==> src/rtl/bps_pkg.sv <==
package bps_pkg;
  typedef enum logic [1:0] {ST_IDLE, ST_LOAD, ST_ILLUM, ST_GUARD} seq_state_t;

  localparam int unsigned MAX_PLANES = 10;
  localparam int unsigned BIT_W = 4;
  localparam logic [1:0] COL_RED = 2'd0;
  localparam logic [1:0] COL_GRN = 2'd1;
  localparam logic [1:0] COL_BLU = 2'd2;

  // Highest bit index for a depth code (reserved code falls back to 8 bits).
  function automatic logic [BIT_W-1:0] top_bit(input logic [1:0] code);
    case (code)
      2'd1:    top_bit = BIT_W'(8);
      2'd2:    top_bit = BIT_W'(9);
      default: top_bit = BIT_W'(7);
    endcase
  endfunction
endpackage

==> src/rtl/bps_cfg_latch.sv <==
module bps_cfg_latch
  import bps_pkg::*;
#(
  parameter int unsigned UNIT_W = 8
) (
  input  logic              clk,
  input  logic              rst_n,
  input  logic              capture,
  input  logic [1:0]        depth_sel,
  input  logic [UNIT_W-1:0] unit_len,
  output logic [BIT_W-1:0]  last_bit,
  output logic [UNIT_W-1:0] unit_eff
);
  logic [BIT_W-1:0]  last_bit_d;
  logic [UNIT_W-1:0] unit_d;

  always_comb begin
    last_bit_d = last_bit;
    unit_d     = unit_eff;
    if (capture) begin
      last_bit_d = top_bit(depth_sel);
      unit_d     = (unit_len == '0) ? UNIT_W'(1) : unit_len;
    end
  end

  always_ff @(posedge clk or negedge rst_n) begin
    if (!rst_n) begin
      last_bit <= BIT_W'(7);
      unit_eff <= UNIT_W'(1);
    end else begin
      last_bit <= last_bit_d;
      unit_eff <= unit_d;
    end
  end
endmodule

==> src/rtl/bps_interval.sv <==
module bps_interval #(
  parameter int unsigned CNT_W = 18
) (
  input  logic             clk,
  input  logic             rst_n,
  input  logic             reload,
  input  logic [CNT_W-1:0] reload_val,
  output logic             expired
);
  logic [CNT_W-1:0] remain_q, remain_d;

  assign expired = (remain_q == '0);

  always_comb begin
    remain_d = remain_q;
    if (reload)
      remain_d = reload_val;
    else if (!expired)
      remain_d = remain_q - CNT_W'(1);
  end

  always_ff @(posedge clk or negedge rst_n) begin
    if (!rst_n) remain_q <= '0;
    else        remain_q <= remain_d;
  end
endmodule

==> src/rtl/bps_buf_ctl.sv <==
module bps_buf_ctl (
  input  logic clk,
  input  logic rst_n,
  input  logic start_ok,
  input  logic frame_end,
  output logic rd_buf,
  output logic swap_stb
);
  logic done_q, done_d;
  logic rd_d, swap_d;

  always_comb begin
    done_d = done_q;
    rd_d   = rd_buf;
    swap_d = 1'b0;
    if (frame_end) done_d = 1'b1;
    if (start_ok) begin
      done_d = 1'b0;
      if (done_q) begin
        rd_d   = ~rd_buf;
        swap_d = 1'b1;
      end
    end
  end

  always_ff @(posedge clk or negedge rst_n) begin
    if (!rst_n) begin
      done_q   <= 1'b0;
      rd_buf   <= 1'b0;
      swap_stb <= 1'b0;
    end else begin
      done_q   <= done_d;
      rd_buf   <= rd_d;
      swap_stb <= swap_d;
    end
  end
endmodule

==> src/rtl/bitplane_seq.sv <==
module bitplane_seq
  import bps_pkg::*;
#(
  parameter int unsigned UNIT_W      = 8,
  parameter int unsigned LOAD_CYCLES = 2
) (
  input  logic              clk,
  input  logic              rst_n,
  input  logic              frame_start,
  input  logic [1:0]        depth_sel,
  input  logic [UNIT_W-1:0] unit_len,
  output logic [1:0]        plane_color,
  output logic [3:0]        plane_bit,
  output logic              load_stb,
  output logic              illum_en,
  output logic              frame_busy,
  output logic              rd_buf,
  output logic              swap_stb
);
  localparam int unsigned CNT_W = UNIT_W + MAX_PLANES;
  localparam logic [CNT_W-1:0] LOAD_RELOAD = CNT_W'(LOAD_CYCLES - 1);

  seq_state_t       state_q, state_d;
  logic [1:0]       color_q, color_d;
  logic [BIT_W-1:0] bit_q, bit_d;
  logic             start_ok, frame_end;
  logic             reload, expired;
  logic [CNT_W-1:0] reload_val;
  logic [BIT_W-1:0] last_bit;
  logic [UNIT_W-1:0] unit_eff;
  logic [CNT_W-1:0] illum_len;

  assign start_ok  = (state_q == ST_IDLE) && frame_start;
  assign illum_len = CNT_W'(unit_eff) << bit_q;

  bps_cfg_latch #(.UNIT_W(UNIT_W)) u_cfg (
    .clk(clk), .rst_n(rst_n), .capture(start_ok),
    .depth_sel(depth_sel), .unit_len(unit_len),
    .last_bit(last_bit), .unit_eff(unit_eff)
  );

  bps_interval #(.CNT_W(CNT_W)) u_ivl (
    .clk(clk), .rst_n(rst_n), .reload(reload),
    .reload_val(reload_val), .expired(expired)
  );

  bps_buf_ctl u_buf (
    .clk(clk), .rst_n(rst_n), .start_ok(start_ok),
    .frame_end(frame_end), .rd_buf(rd_buf), .swap_stb(swap_stb)
  );

  always_comb begin
    state_d    = state_q;
    color_d    = color_q;
    bit_d      = bit_q;
    reload     = 1'b0;
    reload_val = LOAD_RELOAD;
    frame_end  = 1'b0;
    case (state_q)
      ST_IDLE: begin
        if (frame_start) begin
          state_d = ST_LOAD;
          color_d = COL_RED;
          bit_d   = '0;
          reload  = 1'b1;
        end
      end
      ST_LOAD: begin
        if (expired) begin
          state_d    = ST_ILLUM;
          reload     = 1'b1;
          reload_val = illum_len - CNT_W'(1);
        end
      end
      ST_ILLUM: begin
        if (expired) begin
          reload = 1'b1;
          if (bit_q == last_bit) begin
            state_d    = ST_GUARD;
            reload_val = CNT_W'(unit_eff) - CNT_W'(1);
          end else begin
            state_d = ST_LOAD;
            bit_d   = bit_q + BIT_W'(1);
          end
        end
      end
      ST_GUARD: begin
        if (expired) begin
          if (color_q == COL_BLU) begin
            state_d   = ST_IDLE;
            frame_end = 1'b1;
          end else begin
            state_d = ST_LOAD;
            color_d = color_q + 2'd1;
            bit_d   = '0;
            reload  = 1'b1;
          end
        end
      end
      default: state_d = ST_IDLE;
    endcase
  end

  always_ff @(posedge clk or negedge rst_n) begin
    if (!rst_n) begin
      state_q <= ST_IDLE;
      color_q <= COL_RED;
      bit_q   <= '0;
    end else begin
      state_q <= state_d;
      color_q <= color_d;
      bit_q   <= bit_d;
    end
  end

  assign plane_color = color_q;
  assign plane_bit   = bit_q;
  assign load_stb    = (state_q == ST_LOAD);
  assign illum_en    = (state_q == ST_ILLUM);
  assign frame_busy  = (state_q != ST_IDLE);
endmodule

==> config.mk <==
export PLATFORM = sky130hd
export DESIGN_NAME = bitplane_seq
export DESIGN_NICKNAME = d
export VERILOG_FILES = /design/src/rtl/bps_pkg.sv /design/src/rtl/bps_cfg_latch.sv /design/src/rtl/bps_interval.sv /design/src/rtl/bps_buf_ctl.sv /design/src/rtl/bitplane_seq.sv
export SDC_FILE = /design/constraint.sdc
export NUM_CORES = 1
export LEC_CHECK = 0
export BUFFER_PORTS_ARGS = -buffer_cell sky130_fd_sc_hd__buf_2
export CORE_ASPECT_RATIO = 1.5
export CORE_UTILIZATION = 45
export DETAILED_ROUTE_END_ITERATION = 8
export SLEW_MARGIN = 25
export SYNTH_ARGS = -nofsm -noshare
export SYNTH_HDL_FRONTEND = slang
export SYNTH_SLANG_ARGS = --single-unit
==> constraint.sdc <==
create_clock -name clk -period 4 [get_ports clk]
set_clock_uncertainty 0.05 [all_clocks]
set_input_delay 0.2 -clock clk [delete_from_list [all_inputs] [get_ports clk]]
set_output_delay 0.2 -clock clk [all_outputs]
set_load 0.005 [all_outputs]
# After elaboration in Yosys (flattened, before gate mapping)

Index checks and enable logic that the tools add are counted.

Register bits: 41
Latch bits: 0
Bits in writable memories: 0
Memory bits (read-only): 0
Input bits: 13
Word-level logic and storage cells: 80
Memories kept: 0

Add/subtract/negate cells: 5
Multiply operators: 0
Div/mod/pow operators: 0
$lt $le $gt $ge: 0
Equal/unequal tests: 14
Shift operators: 1
Muxes and demuxes: 37
Bitwise gates (word level): 1
Reduce and logical (&&, ||, !) cells: 13

Operator list:

| cell                  | count |
|---|---|
| $mux 18               | 5 |
| $pmux 18 s2           | 1 |
| $sub 18x1->18 const B | 2 |
| $mux 4                | 5 |
| $logic_not 18->1      | 1 |
| $shl 8x4->18          | 1 |
| $mux 2                | 8 |
| $mux 1                | 12 |
| $pmux 4 s3            | 1 |
| $ne 2x2->1 const B    | 5 |
| $sub 8x1->9 const B   | 1 |
| $eq 2x2->1 const B    | 4 |
| $logic_not 8->1       | 1 |
| $mux 8                | 1 |
| $pmux 2 s4            | 1 |
| $pmux 4 s2            | 1 |
| $reduce_and 4->1      | 2 |
| $reduce_and 6->1      | 1 |
| $reduce_bool 2->1     | 3 |
| $add 4x1->4 const B   | 1 |
| $eq 2x1->1 const B    | 2 |
| $eq 4x4->1            | 1 |
| $ne 2x1->1 const B    | 2 |
| $pmux 2 s2            | 1 |
| 8 further kinds       | 8 |

# Depth between registers and ports, before layout

Word-level depth: 6
Gate-level depth with buffers: 12

# Cells and area by module

From an unflattened synthesis, not the netlist that was laid out.

Cells, all modules: 428
Area total of the unflattened synthesis: 3729.8 µm²

Modules (own cells, without submodules):

| module        | instances | cells an instance | area each (µm²) | sequential area each (µm²) |
|---|---|---|---|---|
| bitplane_seq  | 1         | 274               | 2016.9          | 200.2 |
| bps_interval  | 1         | 116               | 1147.4          | 450.4 |
| bps_cfg_latch | 1         | 31                | 457.9           | 279.0 |
| bps_buf_ctl   | 1         | 7                 | 107.6           | 75.1 |

# Worst setup path before layout

No wires, ideal clock.

Path type: reg-to-reg
Start: register u_ivl.remain_q[0]
End: register bit_q[3], in the netlist plane_bit[3]
Library setup time: 0.069 ns
Arrival time: 2.537 ns
Slack: 1.344 ns
Cell stages (with the launch flop): 12
Path through: dfrtp_1 > inv_1 > ha_1 > or4b_1 > clkbuf_1 > nand3b_1 > or3_1 > buf_2 > a21oi_2 > o21ai_2 > or4_1 > nand3_1

Longest elaborated chain between the ends: 3
Elaborated cells between the ends (all ways): 4
Classes of those cells: 2 x eq/ne; 2 x reduce/logical

Ends and longest elaborated chain:

| item                                                      | line                | RTL |
|---|---|---|
| start, declared                                           | bps_interval.sv:10  | `logic [CNT_W-1:0] remain_q, remain_d;` |
| start signal, assigned                                    | bps_interval.sv:24  | `else remain_q <= remain_d;` |
| $logic_not 18->1 (*)                                      | bps_interval.sv:12  | `assign expired = (remain_q == '0);` |
| $ne 2x2->1 (no source line) or $ne 2x1->1 (tied branches) | --                  |  |
| $reduce_and 6->1 (no source line) (*)                     | --                  |  |
| end signal, assigned                                      | bitplane_seq.sv:112 | `bit_q <= bit_d;` |
| end, declared                                             | bitplane_seq.sv:25  | `logic [BIT_W-1:0] bit_q, bit_d;` |

Every way passes the cells marked *; elsewhere a longest branch is shown, timed or not.
A chain may end at the register's enable or synchronous reset.

# Final worst setup path

Start: register bit_q[0], in the netlist plane_bit[0]
End: register u_ivl.remain_q[17]

Longest elaborated chain between the ends: 5
Elaborated cells between the ends (all ways): 8
Classes of those cells: 1 x add/sub; 1 x eq/ne; 1 x shift; 5 x mux

Ends and longest elaborated chain:

| item                                       | line                                   | RTL |
|---|---|---|
| $shl 8x4->18 or $eq 4x4->1 (tied branches) | bitplane_seq.sv:34, bitplane_seq.sv:78 |  |
| $sub 18x1->18 or $mux 18 (tied branches)   | bitplane_seq.sv:72, bitplane_seq.sv:78 |  |
| $mux 18 (on tied branches)                 | bitplane_seq.sv:69, bitplane_seq.sv:76 |  |
| $pmux 18 s2 (*)                            | bitplane_seq.sv:59                     | `case (state_q)` |
| $mux 18 (*)                                | bps_interval.sv:16                     | `if (reload)` |

Marked as above.

==> results.py <==
metrics = {
    "logic_synthesis": {
        "synth_fp_nets": 459,
        "ys_seq_elements": 40,
        "synth_top_cell_by_area": "dfrtp_1",
        "syn_inst": 435,
        "synthFlopType": "dfrtp_1",
        "yosys.cell_types.count": 61,
        "synth_area_per_cell_um2": 7.89,
        "synth_edf_count": 0,
        "synth_area_leaders": "dfrtp_1 (27%), nand2_1 (6.3%), xor2_1 (5.9%)",
        "yosys.area.top_type_share_pct": 27.0,
        "ys_async_sr_fraction_pct": 100,
        "syn_area_um2": 3430,
        "yosys_warnings": 0,
        "synth_commonest_cells": "nand2_1 (58), dfrtp_1 (37), nor2_1 (34)",
        "synth.yosys.seq_area_share_pct": 29.3,
        "yosys.cell_count.top_type": "nand2_1",
    },
    "detailed_routing": {
        "wl_mm": 9.26,
        "viasPerCell": 5.98,
        "drcViolationCount": 0,
        "antenna_left": 0,
        "vias": 3231,
        "drt-pass1-iter-count": 4,
        "first_iter_violations": 168,
        "wire_per_inst_um": 17.1,
    },
    "clock_tree": {
        "clock_path_buffers": 2,
        "cts_buffers": 5,
        "clock_sinks": 40,
        "clk_pin_slew_ns": 0.09,
        "ctsHoldBuffers": 0,
        "postCtsSetupRepairBufs": 0,
        "htree_levels": 2,
        "cts_repair_resize_count": 0,
        "cts_root_buf": "clkbuf_8",
        "clkLatencyLatePin_ns": 0.31,
        "cts_tree": "done",
    },
    "floorplan": {
        "start_util_pct": 46.9,
        "fp.dieH_um": 109,
        "io_pins": 24,
        "die-width_um": 73.3,
        "rows": 38,
        "core_um2": 7320,
        "die_area_um2": 7990,
    },
    "timing": {
        "drv_slew": 0,
        "final.min_clock_period_ns": 3.19,
        "rsz0062_at_grt": "no",
        "max_slew_margin_pct": 42.0,
        "setup_viol": 0,
        "fmax_ghz": 0.313,
        "worst_pin_slew_ns": 0.870,
        "fin_tns_setup_ns": 0,
        "hold_viol_final": 0,
        "fin_crit_sh_pct": 79.8,
    },
    "run": {
        "maxCapViolations": 0,
    },
    "setup_path": {
        "cp.required_ns": 4.14,
        "crit_path_start_kind": "register",
        "critPathArrivalTime_ns": 3.34,
        "path_max_fanout": 28,
        "timing.rr.start": "plane_bit[0]",
        "worstSetupStartpoint": "plane_bit[0]",
        "crit_type": "register to register",
        "endpoint_kind": "register",
        "r2r_slack_ns": 0.81,
    },
    "layout": {
        "instances_no_fill": 540,
        "synthToLayoutAreaGrowth_pct": 7.77,
        "antenna_cells": 0,
        "nets": 463,
        "multi_input_area_um2": 2260,
        "regArea_um2": 1000,
        "n_fill_cell": 769,
        "drive_gt1_share_pct": 11.1,
    },
    "grt": {
        "grt_first_pass_wirelength_mm": 15.0,
        "grt_use_total_pct": 24.8,
        "grt-ovfl-total": 0,
        "antenna_found_initial": 0,
        "grt_pass1_vias": 3052,
        "grt_max_degree": 41,
    },
    "place": {
        "port_buffers": 23,
        "dp.cells": 531,
        "gp_congestion": 0.870,
        "dp_hpwl_mm": 7.03,
    },
    "power": {
        "peakVddDrop_mv": 0.414,
        "cellPowerDensity_nw_per_um2": 800,
        "p_leak_uw": 0.00158,
    },
    "worst_hold_path": {
        "hp-start": "unit_len[7]",
        "holdCritPathClass": "input port to register",
    },
    "outcome": {
        "status": "finished, final reports clean",
    },
}
## stage by stage
stage          cell area (um2)  setup slack, ns  hold slack [ns]  util [%]  total power [uW]
3_3_place_gp              3570             1.00            0.334      48.8              2570
5_1_grt                   3700            0.546           0.0536      50.5              3210
3_5_place_dp              3570            0.875            0.340      48.8              2590
6_report                  3700            0.806           0.0386      50.5              2960
2_1_floorplan             3430             1.34           -0.146         -              2150
4_1_cts                   3690            0.880        0.0000111      50.3              2950
## power by group
group	switching, uW	internal (uW)	leakage, uW	total [uW]
clock network	167	188	0.0000548	355
logic	1020	717	0.00102	1740
registers	295	570	0.000510	865
total	1490	1480	0.00158	2960
## final timing paths
path                                      endpoint  depth (start not counted)
worst min-delay path             u_cfg.unit_eff[7]                          3
worst max register to register  u_ivl.remain_q[17]                          7
worst min register to register        u_buf.rd_buf                          1
max in group asynchronous        u_cfg.unit_eff[0]                          2
worst max-delay path            u_ivl.remain_q[17]                          7
min in group asynchronous             u_buf.rd_buf                          2
## cells in the final DEF (no fill, tap or decap), types with 4 or more instances in the layout
cell type and n:
buf_2 22, a21oi_1 24, o21ai_0 26, nand2b_1 9, ha_1 11, a31oi_1 6, nor3_1 17, or4_1 4
dfrtp_1 37, mux4_2 4, nand3_1 12, clkbuf_8 5, nor4_1 8, and3_1 6, o22ai_1 4, inv_1 14
o211ai_1 4, nor2b_1 7, a22oi_1 9, a211o_1 5, nand2_1 58, xnor2_1 11, o31ai_1 4, nor2_1 34
o21ai_1 4, xor2_1 23, or3_1 7, mux2i_1 9, nand4_1 5
## layer usage
| layer | up-vias | global-route usage [%] | routed length (um) |
|---|---|---|---|
| met5 | - | 0 | 0 |
| met4 | 0 | 9.48 | 259 |
| met3 | 19 | 3.23 | 276 |
| met2 | 70 | 45.6 | 4880 |
| met1 | 1564 | 28.6 | 3850 |
| li1 | 1578 | - | - |
## logic make-up after synthesis
group / after synthesis / synth area share [%]
AO/OA/AOI/OAI: 105 / 19.5
XOR/XNOR: 34 / 8.68
adder cells (fa/ha/maj): 11 / 4.01
buffers and inverters: 43 / 4.92
flip-flops: 40 / 29.3
multiplexers: 15 / 5.91
AND/OR/NAND/NOR: 187 / 27.7
## critical path: stages (launching register included)
cell and delay, ns:
dfrtp_1 0.92, mux4_2 0.65, a22o_1 0.25, a221oi_1 0.36, nand4_1 0.20, nor4b_1 0.40
xor2_1 0.18, o21ai_1 0.07
## registers in the layout, indices dropped and copies added (netlist names)
register,flops
state_q,2
u_cfg.last_bit,3
plane_bit,4
u_buf.done_q,1
u_cfg.unit_eff,8
u_buf.rd_buf,1
plane_color,2
u_ivl.remain_q,18
u_buf.swap_stb,1
## layout make-up
| class | count | area share (%) |
|---|---|---|
| timing repair buffer | 26 | 3.86 |
| clock inverter | 3 | 1.25 |
| inverter | 14 | 1.42 |
| sequential | 40 | 27.2 |
| multi-input combinational | 352 | 61.1 |
| tap | 100 | 3.38 |
| clock buffer | 5 | 1.86 |
No activity file was read; power rests on OpenSTA's default activity.
